$ cat src/rtl/pit_pkg.sv
package pit_pkg;
   typedef enum logic {
      SRC_EXT = 1'b0,
      SRC_TMR = 1'b1
   } irq_src_e;
endpackage

$ cat src/rtl/pit_prescale.sv
module pit_prescale #(
   parameter int unsigned PRE_DIV = 512,
   parameter int unsigned FIX_DIV = 4
) (
   input  logic clk,
   input  logic rst_n,
   input  logic clr,
   input  logic ref_tick,
   input  logic use_pre,
   output logic step
);
   logic pre_pulse;

   generate
      if (PRE_DIV > 1) begin : g_pre
         localparam int unsigned PW = $clog2(PRE_DIV);
         localparam logic [PW-1:0] PTOP = PW'(PRE_DIV - 1);
         logic [PW-1:0] pcnt;
         always_ff @(posedge clk or negedge rst_n) begin
            if (!rst_n)                 pcnt <= '0;
            else if (clr || !use_pre)   pcnt <= '0;
            else if (ref_tick)          pcnt <= (pcnt == PTOP) ? '0 : pcnt + 1'b1;
         end
         assign pre_pulse = ref_tick && !clr && (!use_pre || pcnt == PTOP);
      end else begin : g_nopre
         assign pre_pulse = ref_tick && !clr;
      end

      if (FIX_DIV > 1) begin : g_fix
         localparam int unsigned FW = $clog2(FIX_DIV);
         localparam logic [FW-1:0] FTOP = FW'(FIX_DIV - 1);
         logic [FW-1:0] fcnt;
         always_ff @(posedge clk or negedge rst_n) begin
            if (!rst_n)          fcnt <= '0;
            else if (clr)        fcnt <= '0;
            else if (pre_pulse)  fcnt <= (fcnt == FTOP) ? '0 : fcnt + 1'b1;
         end
         assign step = pre_pulse && (fcnt == FTOP);
      end else begin : g_nofix
         assign step = pre_pulse;
      end
   endgenerate
endmodule

$ cat src/rtl/pit_modcount.sv
module pit_modcount #(
   parameter int unsigned MOD_W = 8
) (
   input  logic             clk,
   input  logic             rst_n,
   input  logic             wr,
   input  logic [MOD_W-1:0] wr_mod,
   input  logic             wr_psel,
   input  logic             step,
   output logic [MOD_W-1:0] cnt,
   output logic [MOD_W-1:0] mod_q,
   output logic             psel_q,
   output logic             running,
   output logic             expire
);
   localparam logic [MOD_W-1:0] ONE = MOD_W'(1);

   logic [MOD_W-1:0] reload_val;

   assign running    = (cnt != '0);
   assign expire     = step && (cnt == ONE);
   // a write landing on the expiry edge is the value reloaded
   assign reload_val = wr ? wr_mod : mod_q;

   always_ff @(posedge clk or negedge rst_n) begin
      if (!rst_n) begin
         mod_q  <= '0;
         psel_q <= 1'b0;
      end else if (wr) begin
         mod_q  <= wr_mod;
         psel_q <= wr_psel;
      end
   end

   always_ff @(posedge clk or negedge rst_n) begin
      if (!rst_n) begin
         cnt <= '0;
      end else if (!running) begin
         if (wr) cnt <= wr_mod;
      end else if (step) begin
         cnt <= (cnt == ONE) ? reload_val : cnt - ONE;
      end
   end
endmodule

$ cat src/rtl/pit_arbiter.sv
module pit_arbiter
   import pit_pkg::*;
#(
   parameter int unsigned       LVL_W   = 3,
   parameter int unsigned       VEC_W   = 8,
   parameter logic [VEC_W-1:0]  VEC_RST = 8'h0F
) (
   input  logic             clk,
   input  logic             rst_n,
   input  logic             lvl_wr,
   input  logic [LVL_W-1:0] lvl_in,
   input  logic             vec_wr,
   input  logic [VEC_W-1:0] vec_in,
   input  logic             expire,
   input  logic [LVL_W-1:0] cpu_mask,
   input  logic [LVL_W-1:0] ext_level,
   input  logic             ack,
   output logic [LVL_W-1:0] irq_level,
   output irq_src_e         irq_src,
   output logic [VEC_W-1:0] vector_out,
   output logic             vector_valid
);
   logic [LVL_W-1:0] lvl_q;
   logic [VEC_W-1:0] vec_q;
   logic             pend;
   logic [LVL_W-1:0] tmr_lvl;
   logic             tmr_ok, ext_ok;

   function automatic logic passes(input logic [LVL_W-1:0] lvl,
                                   input logic [LVL_W-1:0] mask);
      return (lvl != '0) && ((lvl > mask) || (lvl == '1));
   endfunction

   assign tmr_lvl = pend ? lvl_q : '0;
   assign tmr_ok  = passes(tmr_lvl, cpu_mask);
   assign ext_ok  = passes(ext_level, cpu_mask);

   always_comb begin
      irq_level = '0;
      irq_src   = SRC_EXT;
      if (tmr_ok && (!ext_ok || tmr_lvl >= ext_level)) begin
         irq_level = tmr_lvl;
         irq_src   = SRC_TMR;
      end else if (ext_ok) begin
         irq_level = ext_level;
      end
   end

   assign vector_valid = ack && (irq_src == SRC_TMR);
   assign vector_out   = vector_valid ? vec_q : '0;

   always_ff @(posedge clk or negedge rst_n) begin
      if (!rst_n) begin
         lvl_q <= '0;
         vec_q <= VEC_RST;
      end else begin
         if (lvl_wr) lvl_q <= lvl_in;
         if (vec_wr) vec_q <= vec_in;
      end
   end

   always_ff @(posedge clk or negedge rst_n) begin
      if (!rst_n)                         pend <= 1'b0;
      else if (expire && lvl_q != '0)     pend <= 1'b1;
      else if (vector_valid)              pend <= 1'b0;
   end
endmodule

$ cat src/rtl/periodic_irq_timer.sv
module periodic_irq_timer
   import pit_pkg::*;
#(
   parameter int unsigned       MOD_W   = 8,
   parameter int unsigned       LVL_W   = 3,
   parameter int unsigned       VEC_W   = 8,
   parameter int unsigned       PRE_DIV = 512,
   parameter int unsigned       FIX_DIV = 4,
   parameter logic [VEC_W-1:0]  VEC_RST = 8'h0F
) (
   input  logic             clk,
   input  logic             rst_n,
   input  logic             ref_tick,
   input  logic             tmr_wr,
   input  logic [MOD_W-1:0] tmr_modulus,
   input  logic             tmr_prescale,
   input  logic             lvl_wr,
   input  logic [LVL_W-1:0] lvl_in,
   input  logic             vec_wr,
   input  logic [VEC_W-1:0] vec_in,
   input  logic [LVL_W-1:0] cpu_mask,
   input  logic [LVL_W-1:0] ext_level,
   input  logic             iack,
   output logic [LVL_W-1:0] irq_level,
   output logic             irq_from_timer,
   output logic [VEC_W-1:0] iack_vector,
   output logic             iack_vector_valid,
   output logic             period_done
);
   generate
      if (MOD_W < 2)   begin : g_bad_mod $error("MOD_W must be at least 2"); end
      if (LVL_W < 1)   begin : g_bad_lvl $error("LVL_W must be at least 1"); end
      if (VEC_W < 1)   begin : g_bad_vec $error("VEC_W must be at least 1"); end
      if (PRE_DIV < 1) begin : g_bad_pre $error("PRE_DIV must be at least 1"); end
      if (FIX_DIV < 1) begin : g_bad_fix $error("FIX_DIV must be at least 1"); end
   endgenerate

   logic [MOD_W-1:0] cnt_q, mod_q;
   logic             psel_q, running, step, expire;
   irq_src_e         src;

   pit_prescale #(.PRE_DIV(PRE_DIV), .FIX_DIV(FIX_DIV)) u_pre (
      .clk(clk), .rst_n(rst_n), .clr(!running), .ref_tick(ref_tick),
      .use_pre(psel_q), .step(step)
   );

   pit_modcount #(.MOD_W(MOD_W)) u_cnt (
      .clk(clk), .rst_n(rst_n), .wr(tmr_wr), .wr_mod(tmr_modulus),
      .wr_psel(tmr_prescale), .step(step), .cnt(cnt_q), .mod_q(mod_q),
      .psel_q(psel_q), .running(running), .expire(expire)
   );

   pit_arbiter #(.LVL_W(LVL_W), .VEC_W(VEC_W), .VEC_RST(VEC_RST)) u_arb (
      .clk(clk), .rst_n(rst_n), .lvl_wr(lvl_wr), .lvl_in(lvl_in),
      .vec_wr(vec_wr), .vec_in(vec_in), .expire(expire),
      .cpu_mask(cpu_mask), .ext_level(ext_level), .ack(iack),
      .irq_level(irq_level), .irq_src(src), .vector_out(iack_vector),
      .vector_valid(iack_vector_valid)
   );

   assign irq_from_timer = (src == SRC_TMR);
   assign period_done    = expire;
endmodule

$ cat config.mk
export PLATFORM = sky130hd
export DESIGN_NAME = periodic_irq_timer
export DESIGN_NICKNAME = d
export VERILOG_FILES = /design/src/rtl/pit_pkg.sv /design/src/rtl/pit_prescale.sv /design/src/rtl/pit_modcount.sv /design/src/rtl/pit_arbiter.sv /design/src/rtl/periodic_irq_timer.sv
export SDC_FILE = /design/constraint.sdc
export NUM_CORES = 1
export LEC_CHECK = 0
export BUFFER_PORTS_ARGS = -buffer_cell sky130_fd_sc_hd__buf_2
export CAP_MARGIN = 20
export CORE_MARGIN = 8
export CORE_UTILIZATION = 55
export DETAILED_ROUTE_END_ITERATION = 8
export GPL_ROUTABILITY_DRIVEN = 0
export PLACE_DENSITY = 0.8
export SYNTH_ARGS = -nofsm -noshare
export SYNTH_HDL_FRONTEND = slang
export SYNTH_SLANG_ARGS = --single-unit
$ cat constraint.sdc
create_clock -name clk -period 3.1 [get_ports clk]
set_input_delay 0.31 -clock clk [delete_from_list [all_inputs] [get_ports clk]]
set_output_delay 0.31 -clock clk [all_outputs]
set_load 0.005 [all_outputs]
==> results by group <==
Cells and area
  • Nets: 337
  • Antenna Cells: 0
  • Most frequent cells in the layout: buf_2 (46), dfrtp_1 (35), mux2_2 (20)
  • Proportion of layout cells with a drive suffix above 1: 31.06%
  • Area delta synth->final: 17.37%
  • Final core occ: 66.02%
  • Design area: 2815 um2
  • Commonest non-fill, non-tap cell in the layout: buf_2
  • Non-filler cells, final: 345

Worst setup path
  • Critical Path AT: 2.68 ns
  • Flop2flop setup slack: 0.54 ns
  • Worst Setup Start Kind: register
  • Worst path slowest cell: or4_1
  • Worst reg2reg path startpoint: u_cnt.cnt[0]$_DFFE_PN0P_
  • Crit path cell chain: nand2_1 -> inv_1 -> ha_1 -> and4b_1 -> or4_1 -> a31oi_4 -> o21ai_1 -> o22ai_1 -> buf_2
  • Crit end category: output port
  • WS Path Type: reg2out
  • Worst Path Required: 2.79 ns
  • Reg2reg path depth: 8
  • Worst R2R End: u_cnt.cnt[3]$_DFFE_PN0P_
  • CP peak stage delay: 0.56 ns
  • Crit Path Max Fanout: 7

CTS
  • CTS Buffer Depth: 2
  • Clock Sinks: 40
  • Hold Buf Count CTS: 0
  • Num CTS Buffers: 5
  • CTS tree: built
  • Worst skew pair latency: 0.29 ns
  • Root Buffer: clkbuf_8
  • Worst-path clk slew: 0.08 ns
  • H-tree depth: 2

STA
  • Minimum clock period: 2.988 ns
  • Fin Setup TNS: 0 ns
  • Hold_ws: 0.1124 ns
  • Clock Skew: 0.007397 ns
  • Period utilization: 96.40%
  • Max Slew Vio Count: 0
  • Worst-margin pin slew: 0.8526 ns
  • Max Fclk: 0.3346 GHz
  • Final setup viols: 0
  • Slew headroom: 43.16%
  • Final hold vios: 0

GRT
  • Gr usage total: 16.02%
  • Vias in the first global route: 1990
  • Overflow after GRT: 0
  • Global-route wire length before repair: 8569 um
  • Largest net degree at the start of global routing: 41
  • Initial antenna violation count: 0

Synth
  • Mapped Nets: 286
  • FF+latch count, synth: 40
  • Synthesized area per cell: 9.952 um2
  • Post-synthesis async set-or-reset flop share: 100.0%
  • Sequential fraction of the synthesis area: 41.94%
  • Dominant synthesized flop cell: dfrtp_1
  • Distinct cells, synth: 50
  • Post-Syn Instances: 241
  • Synth warn: 0
  • Synth Cell Area: 2399 um2
  • Post-synth EDFFs: 0

Power
  • Peak VDD IR: 0.4135 mV
  • Leakage power: 1.317 nW
  • Pwr dens: 676.3 nW/um2

Drt
  • Routed WL: 5287 um
  • Vias/cell: 5.939
  • DR WL/cell: 15.32 um
  • Antenna Nets Post-Route: 0
  • DRT iter0 DRCs: 124
  • Iteration count of the initial detailed-routing pass: 4
  • Via count: 2049
  • Post-route DRC: 0

Min path
  • HP Class: in2async

Die
  • Die ar.: 6730 um2
  • Initial Util: 56.25%
  • Row cnt: 24
  • I/O pins: 47
  • Core ar.: 4264 um2
  • Die Ht: 82.04 um
  • Die Wd: 82.04 um

Placed design
  • Dpl cells: 335
  • Final HPWL DP: 3998 um
  • Placed cell area: 2673 um2
  • IO Port Bufs: 46

Outcome
  • Outcome: completed

Run
  • Max Cap Viol: 0
[sequential cells by signal, summed over array words and instances, names as in the netlist]
name              count
u_arb.lvl_q           3
u_arb.pend            1
u_arb.vec_q           8
u_cnt.cnt             8
u_cnt.mod_q           8
u_cnt.psel_q          1
u_pre.g_fix.fcnt      2
u_pre.g_pre.pcnt      9
[through the flow]
stage	worst slack [ns]	total power, mW
3_5_place_dp	0.3887	1.450
6_report	0.1115	1.904
3_3_place_gp	0.4465	1.428
5_1_grt	-0.04599	2.041
2_1_floorplan	0.6174	1.264
4_1_cts	0.05327	1.883
[critical path: cells and delay by family (launching register included)]
| family | cells | cell delay [ns] |
|---|---|---|
| simple gates | 3 | 0.89 |
| compound gates | 3 | 0.52 |
| flops | 1 | 0.45 |
| fa+ha+maj | 1 | 0.32 |
| buf+inv | 2 | 0.19 |
[synth_stat cells, drive strengths merged (3+ instances only)]
library cell	number	area share (%)
dfstp	4	4.4
nor3	4	0.83
ha	12	6.3
nor2	13	2.7
inv	16	2.5
o22ai	8	2.1
nand3	9	1.9
nor2b	4	1.0
mux2i	4	1.8
a22oi	4	1.3
o21ai	19	4.0
buf	4	1.2
dfrtp	36	38
mux2	20	9.4
or3	4	1.0
a21oi	9	1.9
nand2	18	2.8
and2	8	2.1
nor3b	4	1.3
a31oi	3	0.78
o41ai	3	1.4
o31ai	4	1.3
o22a	4	1.5
[power by group]
group / leakage [nW] / switching (mW) / internal (mW) / total (mW)
sequential: 0.489 / 0.113 / 0.625 / 0.737
clock: 0.0541 / 0.177 / 0.238 / 0.415
combinational: 0.773 / 0.419 / 0.333 / 0.752
[repair_timing]
item,CTS,global route
buffers inserted,0,2
setup endpoints to repair,0,12
resized for setup,0,3
[cells by family (layout without fill, tap and decap cells)]
group | Yosys count | in the layout | share of synthesized area [%]
compound gates | 69 | 69 | 19.51
fa+ha+maj | 12 | 12 | 6.260
buf+inv | 22 | 74 | 4.017
flops | 40 | 40 | 41.94
mux | 24 | 24 | 11.22
simple gates | 74 | 74 | 17.06
[worst max-delay path by stage]
stage                                      start              to  slack [ns]
final                     u_arb.pend$_DFFE_PN0P_    irq_level[0]        0.11
after global routing      u_arb.pend$_DFFE_PN0P_    irq_level[0]       -0.05
after CTS                 u_arb.pend$_DFFE_PN0P_  iack_vector[0]        0.05
after detailed placement  u_arb.pend$_DFFE_PN0P_  iack_vector[0]        0.39
after global placement    u_arb.pend$_DFFE_PN0P_    irq_level[0]        0.45
after floorplan           u_arb.pend$_DFFE_PN0P_    irq_level[0]        0.62
[layer usage]
| layer | vias to the layer above | routed length (um) | GRT usage (%) | share of wire (%) |
|---|---|---|---|---|
| met4 | 0 | 58 | 4.737 | 1.1 |
| met5 | - | 0 | 0 | 0 |
| met3 | 8 | 388 | 4.376 | 7.3 |
| met2 | 55 | 2578 | 28.41 | 49 |
| li1 | 1003 | - | - | - |
| met1 | 983 | 2261 | 18.33 | 43 |
[cell type report]
class | instances | area, um2
multi-input combinational | 179 | 1311
tap | 52 | 65.06
clock buffer | 5 | 68.82
sequential | 40 | 1007
timing repair buffer | 50 | 260.3
fill | 344 | 1449
inverter | 16 | 60.06
clock inverter | 3 | 42.54
Power figures use the tool's default switching activity.
